[src/rtl/ssf_pkg.sv]
package ssf_pkg;
    localparam int WORD_W = 8;
    localparam int CLK_PER_WORD = 2 * WORD_W;
    localparam int PH_W = $clog2(CLK_PER_WORD);
    localparam logic [PH_W-1:0] PH_LAST = PH_W'(CLK_PER_WORD - 1);
    typedef logic [WORD_W-1:0] word_t;
endpackage

[src/rtl/ssf_timebase.sv]
module ssf_timebase
    import ssf_pkg::*;
#(
    parameter int NCH = 32
) (
    input  logic clk,
    input  logic rst_n,
    input  logic en,
    input  logic sync_i,
    input  logic rise_sel_i,
    output logic restart_o,
    output logic [PH_W-1:0] ph_o,
    output logic [$clog2(2*NCH)-1:0] slot_o
);
    localparam int NSLOT = 2 * NCH;
    localparam int SW = $clog2(NSLOT);

    typedef struct packed {
        logic          sync;
        logic [PH_W-1:0] ph;
        logic [SW-1:0] slot;
    } tb_state_t;

    tb_state_t st_d, st_q;
    logic edge_seen;

    always_comb begin
        st_d = st_q;
        edge_seen = rise_sel_i ? (sync_i & ~st_q.sync) : (~sync_i & st_q.sync);
        restart_o = en & edge_seen;
        if (en) begin
            st_d.sync = sync_i;
            if (edge_seen) begin
                st_d.ph = '0;
                st_d.slot = '0;
            end else begin
                st_d.ph = st_q.ph + 1'b1;
                if (st_q.ph == PH_LAST) begin
                    st_d.slot = (st_q.slot == SW'(NSLOT - 1)) ? '0 : st_q.slot + 1'b1;
                end
            end
        end
    end

    always_ff @(posedge clk or negedge rst_n) begin
        if (!rst_n) st_q <= '0;
        else        st_q <= st_d;
    end

    assign ph_o = st_q.ph;
    assign slot_o = st_q.slot;
endmodule

[src/rtl/ssf_rx.sv]
module ssf_rx
    import ssf_pkg::*;
#(
    parameter int NCH = 32
) (
    input  logic clk,
    input  logic rst_n,
    input  logic en,
    input  logic restart_i,
    input  logic [PH_W-1:0] ph_i,
    input  logic [$clog2(2*NCH)-1:0] slot_i,
    input  logic ser_i,
    output word_t word_o,
    output logic valid_o,
    output logic [$clog2(NCH)-1:0] chan_o,
    output logic dec_o
);
    localparam int SW = $clog2(2 * NCH);
    localparam int CW = $clog2(NCH);

    typedef struct packed {
        word_t         sh;
        word_t         word;
        logic          valid;
        logic [CW-1:0] chan;
        logic          dec;
    } rx_state_t;

    rx_state_t st_d, st_q;

    always_comb begin
        st_d = st_q;
        if (en) begin
            st_d.valid = 1'b0;
            if (restart_i) begin
                st_d.sh = '0;
            end else begin
                if (ph_i[0]) st_d.sh = {st_q.sh[WORD_W-2:0], ser_i};
                if (ph_i == PH_LAST) begin
                    st_d.word  = {st_q.sh[WORD_W-2:0], ser_i};
                    st_d.valid = 1'b1;
                    st_d.chan  = slot_i[SW-1:1];
                    st_d.dec   = slot_i[0];
                end
            end
        end
    end

    always_ff @(posedge clk or negedge rst_n) begin
        if (!rst_n) st_q <= '0;
        else        st_q <= st_d;
    end

    assign word_o = st_q.word;
    assign valid_o = st_q.valid;
    assign chan_o = st_q.chan;
    assign dec_o = st_q.dec;
endmodule

[src/rtl/ssf_tx.sv]
module ssf_tx
    import ssf_pkg::*;
#(
    parameter int NCH = 32
) (
    input  logic clk,
    input  logic rst_n,
    input  logic en,
    input  logic restart_i,
    input  logic [PH_W-1:0] ph_i,
    input  word_t rx_word_i,
    input  logic rx_valid_i,
    input  logic [$clog2(NCH)-1:0] rx_chan_i,
    input  logic rx_dec_i,
    input  logic [NCH-1:0] xpar_i,
    input  word_t proc_word_i,
    output logic ser_o,
    output word_t par_o,
    output logic pcm_stb_n_o,
    output logic adpcm_stb_n_o
);
    typedef struct packed {
        word_t hold;
        logic  hdec;
        logic  hv;
        word_t sh;
        logic  pstb_n;
        logic  astb_n;
    } tx_state_t;

    tx_state_t st_d, st_q;
    logic win;

    always_comb begin
        st_d = st_q;
        win = st_q.hv && (ph_i == PH_W'(1) || ph_i == PH_W'(2));
        if (en) begin
            if (restart_i) begin
                st_d.hv = 1'b0;
                st_d.sh = '0;
                st_d.pstb_n = 1'b1;
                st_d.astb_n = 1'b1;
            end else begin
                if (rx_valid_i) begin
                    st_d.hold = xpar_i[rx_chan_i] ? rx_word_i : proc_word_i;
                    st_d.hdec = rx_dec_i;
                    st_d.hv = 1'b1;
                end
                if (ph_i == PH_LAST) begin
                    st_d.sh = st_q.hv ? st_q.hold : '0;
                    st_d.hv = 1'b0;
                end else if (ph_i[0]) begin
                    st_d.sh = {st_q.sh[WORD_W-2:0], 1'b0};
                end
                st_d.pstb_n = ~(win & ~st_q.hdec);
                st_d.astb_n = ~(win & st_q.hdec);
            end
        end
    end

    always_ff @(posedge clk or negedge rst_n) begin
        if (!rst_n) begin
            st_q <= '0;
            st_q.pstb_n <= 1'b1;
            st_q.astb_n <= 1'b1;
        end else begin
            st_q <= st_d;
        end
    end

    assign ser_o = st_q.sh[WORD_W-1];
    assign par_o = st_q.hold;
    assign pcm_stb_n_o = st_q.pstb_n;
    assign adpcm_stb_n_o = st_q.astb_n;
endmodule

[src/rtl/slot_serial_framer.sv]
module slot_serial_framer
    import ssf_pkg::*;
#(
    parameter int NCH = 32
) (
    input  logic clk,
    input  logic rst_n,
    input  logic clk_en,
    input  logic sync_i,
    input  logic rise_sync_i,
    input  logic ser_i,
    input  logic [NCH-1:0] xpar_i,
    input  logic [7:0] proc_word_i,
    output logic [7:0] rx_word_o,
    output logic rx_valid_o,
    output logic [$clog2(NCH)-1:0] rx_chan_o,
    output logic rx_dec_o,
    output logic ser_o,
    output logic [7:0] par_o,
    output logic pcm_stb_n_o,
    output logic adpcm_stb_n_o
);
    localparam int SW = $clog2(2 * NCH);

    logic restart_w;
    logic [PH_W-1:0] ph_w;
    logic [SW-1:0] slot_w;

    ssf_timebase #(.NCH(NCH)) u_tb (
        .clk(clk), .rst_n(rst_n), .en(clk_en),
        .sync_i(sync_i), .rise_sel_i(rise_sync_i),
        .restart_o(restart_w), .ph_o(ph_w), .slot_o(slot_w)
    );

    ssf_rx #(.NCH(NCH)) u_rx (
        .clk(clk), .rst_n(rst_n), .en(clk_en),
        .restart_i(restart_w), .ph_i(ph_w), .slot_i(slot_w), .ser_i(ser_i),
        .word_o(rx_word_o), .valid_o(rx_valid_o),
        .chan_o(rx_chan_o), .dec_o(rx_dec_o)
    );

    ssf_tx #(.NCH(NCH)) u_tx (
        .clk(clk), .rst_n(rst_n), .en(clk_en),
        .restart_i(restart_w), .ph_i(ph_w),
        .rx_word_i(rx_word_o), .rx_valid_i(rx_valid_o),
        .rx_chan_i(rx_chan_o), .rx_dec_i(rx_dec_o),
        .xpar_i(xpar_i), .proc_word_i(proc_word_i),
        .ser_o(ser_o), .par_o(par_o),
        .pcm_stb_n_o(pcm_stb_n_o), .adpcm_stb_n_o(adpcm_stb_n_o)
    );
endmodule

[config.mk]
export PLATFORM = sky130hd
export DESIGN_NAME = slot_serial_framer
export DESIGN_NICKNAME = d
export VERILOG_FILES = /design/src/rtl/ssf_pkg.sv /design/src/rtl/ssf_timebase.sv /design/src/rtl/ssf_rx.sv /design/src/rtl/ssf_tx.sv /design/src/rtl/slot_serial_framer.sv
export SDC_FILE = /design/constraint.sdc
export NUM_CORES = 1
export LEC_CHECK = 0
export ABC_AREA = 1
export ABC_CLOCK_PERIOD_IN_PS = 1800
export BUFFER_PORTS_ARGS = -buffer_cell sky130_fd_sc_hd__buf_2
export CORE_MARGIN = 3
export CORE_UTILIZATION = 54
export DETAILED_ROUTE_END_ITERATION = 7
export GPL_TIMING_DRIVEN = 0
export PLACE_DENSITY = 0.8
export SYNTH_ARGS = -nofsm -noshare
export SYNTH_HDL_FRONTEND = slang
export SYNTH_SLANG_ARGS = --single-unit
[constraint.sdc]
create_clock -name clk -period 1.8 [get_ports clk]
set_input_delay 0.09 -clock clk [delete_from_list [all_inputs] [get_ports clk]]
set_output_delay 0.09 -clock clk [all_outputs]
set_load 0.02 [all_outputs]
Word-level counts from Yosys, hierarchy flattened

Index checks and enable logic that the tools add are counted.
Widths: inputs -> output; s select.

Register bits: 53

Add/sub/neg operators: 2
$lt $le $gt $ge: 1
Equal/unequal tests: 4
Multiplexer cells: 17
Bitwise operators: 11
Reductions and logical operators: 12

Operators with widths:

| operator            | number |
|---|---|
| $mux 8              | 4 |
| $mux 7              | 4 |
| $mux 6              | 2 |
| $mux 11             | 1 |
| $mux 10             | 1 |
| $reduce_and 2->1    | 4 |
| $add 6x1->6 const B | 1 |
| $eq 6x6->1 const B  | 1 |
| $lt 5x6->1 const B  | 1 |
| $not 1->1           | 6 |
| $reduce_and 3->1    | 2 |
| $reduce_bool 3->1   | 2 |
| $and 1x1->1         | 5 |
| $bmux 1 s5          | 1 |
| $add 4x1->4 const B | 1 |
| $eq 4x1->1 const B  | 1 |
| $eq 4x2->1 const B  | 1 |
| $eq 4x4->1 const B  | 1 |
| $mux 1              | 4 |
| $reduce_bool 2->1   | 2 |
| $logic_and 1x1->1   | 1 |
| $logic_or 1x1->1    | 1 |

Longest topological paths before layout

Word-level depth: 6
Gate-level depth with buffers: 13
Depth with buffers taken out: 11

Cells and area by module

Synthesis repeated with hierarchy kept, for this count alone.

Cells, all modules: 419
Area total of the unflattened synthesis: 3194.3 sq um

By module, submodules not included:

| module       | times used | cells an instance | area each (sq um) | sequential area each (sq um) |
|---|---|---|---|---|
| ssf_tx       | 1          | 219               | 1467.7            | 503.0 |
| ssf_rx       | 1          | 111               | 1004.7            | 550.5 |
| ssf_timebase | 1          | 89                | 721.9             | 275.3 |

Least setup slack after synthesis

Ideal clock, no wire load.

Path kind: register to register
From: register u_tb.st_q, in the netlist u_tb.ph_o[0]
To: register u_tx.st_q[7] in the netlist's numbering
Setup time: 76 ps
Data arrival time: 1405 ps
Path slack: 319 ps
Cell stages (with the launch flop): 9
Buffers on the path: 1
Clock period less this slack: 1481 ps
Cells stage by stage: dfrtp_1 > ha_1 > nand3_1 > a21oi_4 > inv_2 > nand2_2 > buf_4 > nand3_1 > o21ai_1

Word-level cells in the longest chain between the ends: 3
Elaborated cells between the ends (all ways): 5
Those cells by class: 1 x eq/ne; 2 x mux; 2 x reduce/logical

RTL lines:

| item                                                                | line               | source |
|---|---|---|
| start: declaration                                                  | ssf_timebase.sv:24 | `tb_state_t st_d, st_q;` |
| start signal: assignment                                            | ssf_timebase.sv:47 | `else st_q <= st_d;` |
| $eq 4x4->1                                                          | ssf_tx.sv:49       | `if (ph_i == PH_LAST) begin` |
| $reduce_bool 3->1 (no source line) / $mux 8 (equally long branches) | -                  |  |
| $reduce_and 2->1 (no source line) / $mux 11 (equally long branches) | -                  |  |
| end signal: assignment                                              | ssf_tx.sv:67       | `st_q <= st_d;` |
| end: declaration                                                    | ssf_tx.sv:31       | `tx_state_t st_d, st_q;` |

Several ways; a longest one is shown, not always the timed one.
A chain may end at the register's enable or synchronous reset.

Final worst setup path

From: register u_rx.st_q, in the netlist u_rx.chan_o[1]
To: register u_tx.st_q, in the netlist u_tx.par_o[1]

Word-level cells in the longest chain between the ends: 3

RTL lines:

| item                         | line         | source |
|---|---|---|
| start: declaration           | ssf_rx.sv:29 | `rx_state_t st_d, st_q;` |
| start signal: assignment     | ssf_rx.sv:51 | `else st_q <= st_d;` |
| $bmux 1 s5                   | ssf_tx.sv:45 | `st_d.hold = xpar_i[rx_chan_i] ? rx_word_i : proc_word_i;` |
| $mux 1 (not written as such) | ssf_tx.sv:45 |  |
| $mux 8                       | ssf_tx.sv:45 |  |

No other way between the ends. The select of a mux whose other input is x is not followed.

==> results.tsv <==
metric	value	unit
io_buffers	71	
maxSlewHeadroom	23.8	%
clkTransAtPathRegs	0.10	ns
antenna_cells	0	
synth-seq-area-share	44.1	%
p_clk_share	24.6	%
clock_sinks	53	
overflow	0	
nNetsFinal	515	
ant_nets	0	
area_growth	18.6	%
htree_levels	2	
synth_seq_cells	53	
worstSkewPairLatency	0.31	ns
drc_errors	0	
critPathKind	reg2reg	
p_int	0.00204	W
routed_via_density	5.04	
p_leak	1.92	nW
slew_violations	0	
power_frac_comb	27.8	%
drtPass1Iterations	4	
crit_path_start_kind	flop	
drt_first_iter_violations	180	
synth_top_area_cell	dfrtp_1	
avgSynthCellArea	7.81	um^2
ioPinCount	72	
max_freq	0.611	GHz
core	5240	um^2
async_reset_ff_share	100	%
cp-endpoint	u_tx.par_o[1]	
hold_path.class	in2async	
power.switching	0.00101	W
num_vias	2699	
rsz0062_at_grt	false	
clockBufferDepth	2	
worstPathArrival	1.85	ns
crit_fanout	10	
violations	negative hold slack	
antenna_found_initial	0	
hold_viol_final	3	
synth_nets	436	
fin_setup_tns	0	ns
cts_tree	built	
wl_per_cell	12.6	um
initial_core_util	57.5	%
vdd_ir_drop_max	0.610	mV
powerDensity	853	nW/um^2
synth_top_area_share	42.3	%
crit_required	2.01	ns
finalCriticalPeriod	1.64	ns
fin_crit_sh	91.0	%
cts_buffers	5	
n_fill_cell	434	
place_congestion	0.832	
synth_common_cells	nand2_1, nand3_1, inv_1, dfrtp_1, o21ai_1	
die_w	80.7	um
cts_root_buf	clkbuf_8	
synth-main-ff-cell	dfrtp_1	
synthCells	386	
finalSetupViolCount	0	
die_h	80.7	um
r2r_start	u_rx.chan_o[1]	
syn_area	3010	um^2
grt_max_degree	54	
fin_total_pwr	0.00305	W
p_sw_share	33.1	%
synth_edf_count	0	
cap_violations	0	
yosys_warnings	0	
grt_pass1_wl	11.4	mm
wirelength	6.73	mm
tightest_slew	1.14	ns
crit_start	u_rx.chan_o[1]	
dieArea	6510	um^2
hold_ws	-0.00761	ns
status	finished, violations left	
grt_pass1_vias	2577	
synth.area.top_cells	dfrtp_1, nand2_1, nand3_1	
grtUsageTotal	22.2	%
reg2regPathDepth	11	
share_seq_of_total_power	47.6	%
synth.distinct_cells	31	
timing.rr.end	u_tx.par_o[1]	
drive_gt1_share	30.7	%
synth_most_common_cell	nand2_1	
end_kind	flop	
dp_hpwl	5.17	mm
clock-skew-final	0.0123	ns
r2r_slack	0.16	ns
rows	26	
[worst min-delay path by stage]
stage | cells after the start | endpoint | slack, ns | startpoint
CTS | 3 | u_rx.st_q[15] | 0.01 | ser_i
floorplan | 0 | u_rx.chan_o[0] | -0.21 | rst_n
detailed placement | 3 | u_rx.st_q[15] | 0.34 | ser_i
global route | 3 | u_rx.st_q[15] | 0.01 | ser_i
finish | 1 | u_tx.st_q[8] | -0.008 | rst_n
global placement | 3 | u_tb.st_q[10] | 0.32 | sync_i
[power by group through the flow]
stage	Sequential (W)	Clock [W]	Combinational, W
after floorplan	0.00144	0	0.000619
after global placement	0.00147	0	0.000827
after detailed placement	0.00147	0	0.000846
after CTS	0.00145	0.000763	0.000850
after global routing	0.00147	0.000823	0.000962
final	0.00145	0.000751	0.000848
[placed cells by master, fill, tap and decap left out, types with 7 or more instances in the layout]
cell type / netlist / final
a31oi_1: 7 / 7
buf_2: 6 / 77
buf_4: 23 / 24
clkbuf_8: 0 / 7
dfrtp_1: 51 / 51
inv_1: 55 / 55
inv_2: 7 / 7
nand2_1: 82 / 82
nand2_2: 14 / 14
nand3_1: 60 / 59
nor2_1: 10 / 10
o21ai_0: 9 / 9
o21ai_1: 27 / 27
[cell families after synthesis]
group	count (synthesis)	share of synthesized area, %
simple gates	173	26.7
buf+inv	97	15.8
compound gates	56	10.9
flops	53	44.1
fa+ha+maj	4	1.66
xor+xnor	3	0.872
[state kept, by name, indices dropped and copies added (netlist names)]
| signal | cells |
|---|---|
| u_tb.st_q | 1 |
| u_tx.pcm_stb_n_o | 1 |
| u_rx.valid_o | 1 |
| u_tx.ser_o | 1 |
| u_rx.st_q | 7 |
| u_rx.dec_o | 1 |
| u_tx.st_q | 9 |
| u_tx.par_o | 8 |
| u_tx.adpcm_stb_n_o | 1 |
| u_tb.ph_o | 4 |
| u_rx.word_o | 8 |
| u_rx.chan_o | 5 |
| u_tb.slot_o | 6 |
[routing by layer]
| layer | part of all wire, % | GRT usage, % |
|---|---|---|
| met2 | 46 | 36.0 |
| met1 | 46 | 30.6 |
| met5 | 0 | 0 |
| met4 | 1.5 | 6.42 |
| met3 | 6.5 | 4.15 |
[stage by stage]
stage	util (%)	worst slack (ns)	hold WS (ns)	area, um^2	instances
global placement	66.0	0.0945	0.321	3460	527
detailed placement	66.0	0.0462	0.340	3460	527
floorplan	-	0.319	-0.206	3010	386
CTS	68.0	0.0305	0.0119	3560	535
global route	68.3	0.0205	0.0132	3580	536
finish	68.3	0.162	-0.00761	3580	536
[cell type report]
cell class | count | area [um^2] | area share, %
Buffer | 34 | 238 | 6.65
Clock buffer | 7 | 96.3 | 2.69
Clock inverter | 1 | 8.76 | 0.245
Inverter | 63 | 239 | 6.68
Multi-Input combinational cell | 236 | 1210 | 34.0
Sequential cell | 53 | 1330 | 37.2
Tap cell | 70 | 87.6 | 2.45
Timing Repair Buffer | 72 | 363 | 10.1
[critical path, stage by stage, from the launching register on]
cell and delay, ns:
dfrtp_1 0.39, buf_2 0.19, inv_2 0.15, nand3_1 0.11, nand3_1 0.09, nand2_1 0.08, nand2_2 0.08, nand3_4 0.13
nand2_4 0.15, nand2_1 0.06, nand3_1 0.06, nand2_1 0.05
[repair_timing]
action | in CTS | in global routing
buffers inserted | 0 | 1
hold endpoints to repair | 0 | 0
endpoints found under the setup margin | 0 | 8
hold buffers | 0 | 0
resized for setup | 0 | 3
Note: power is estimated with default switching activity, not from simulation.
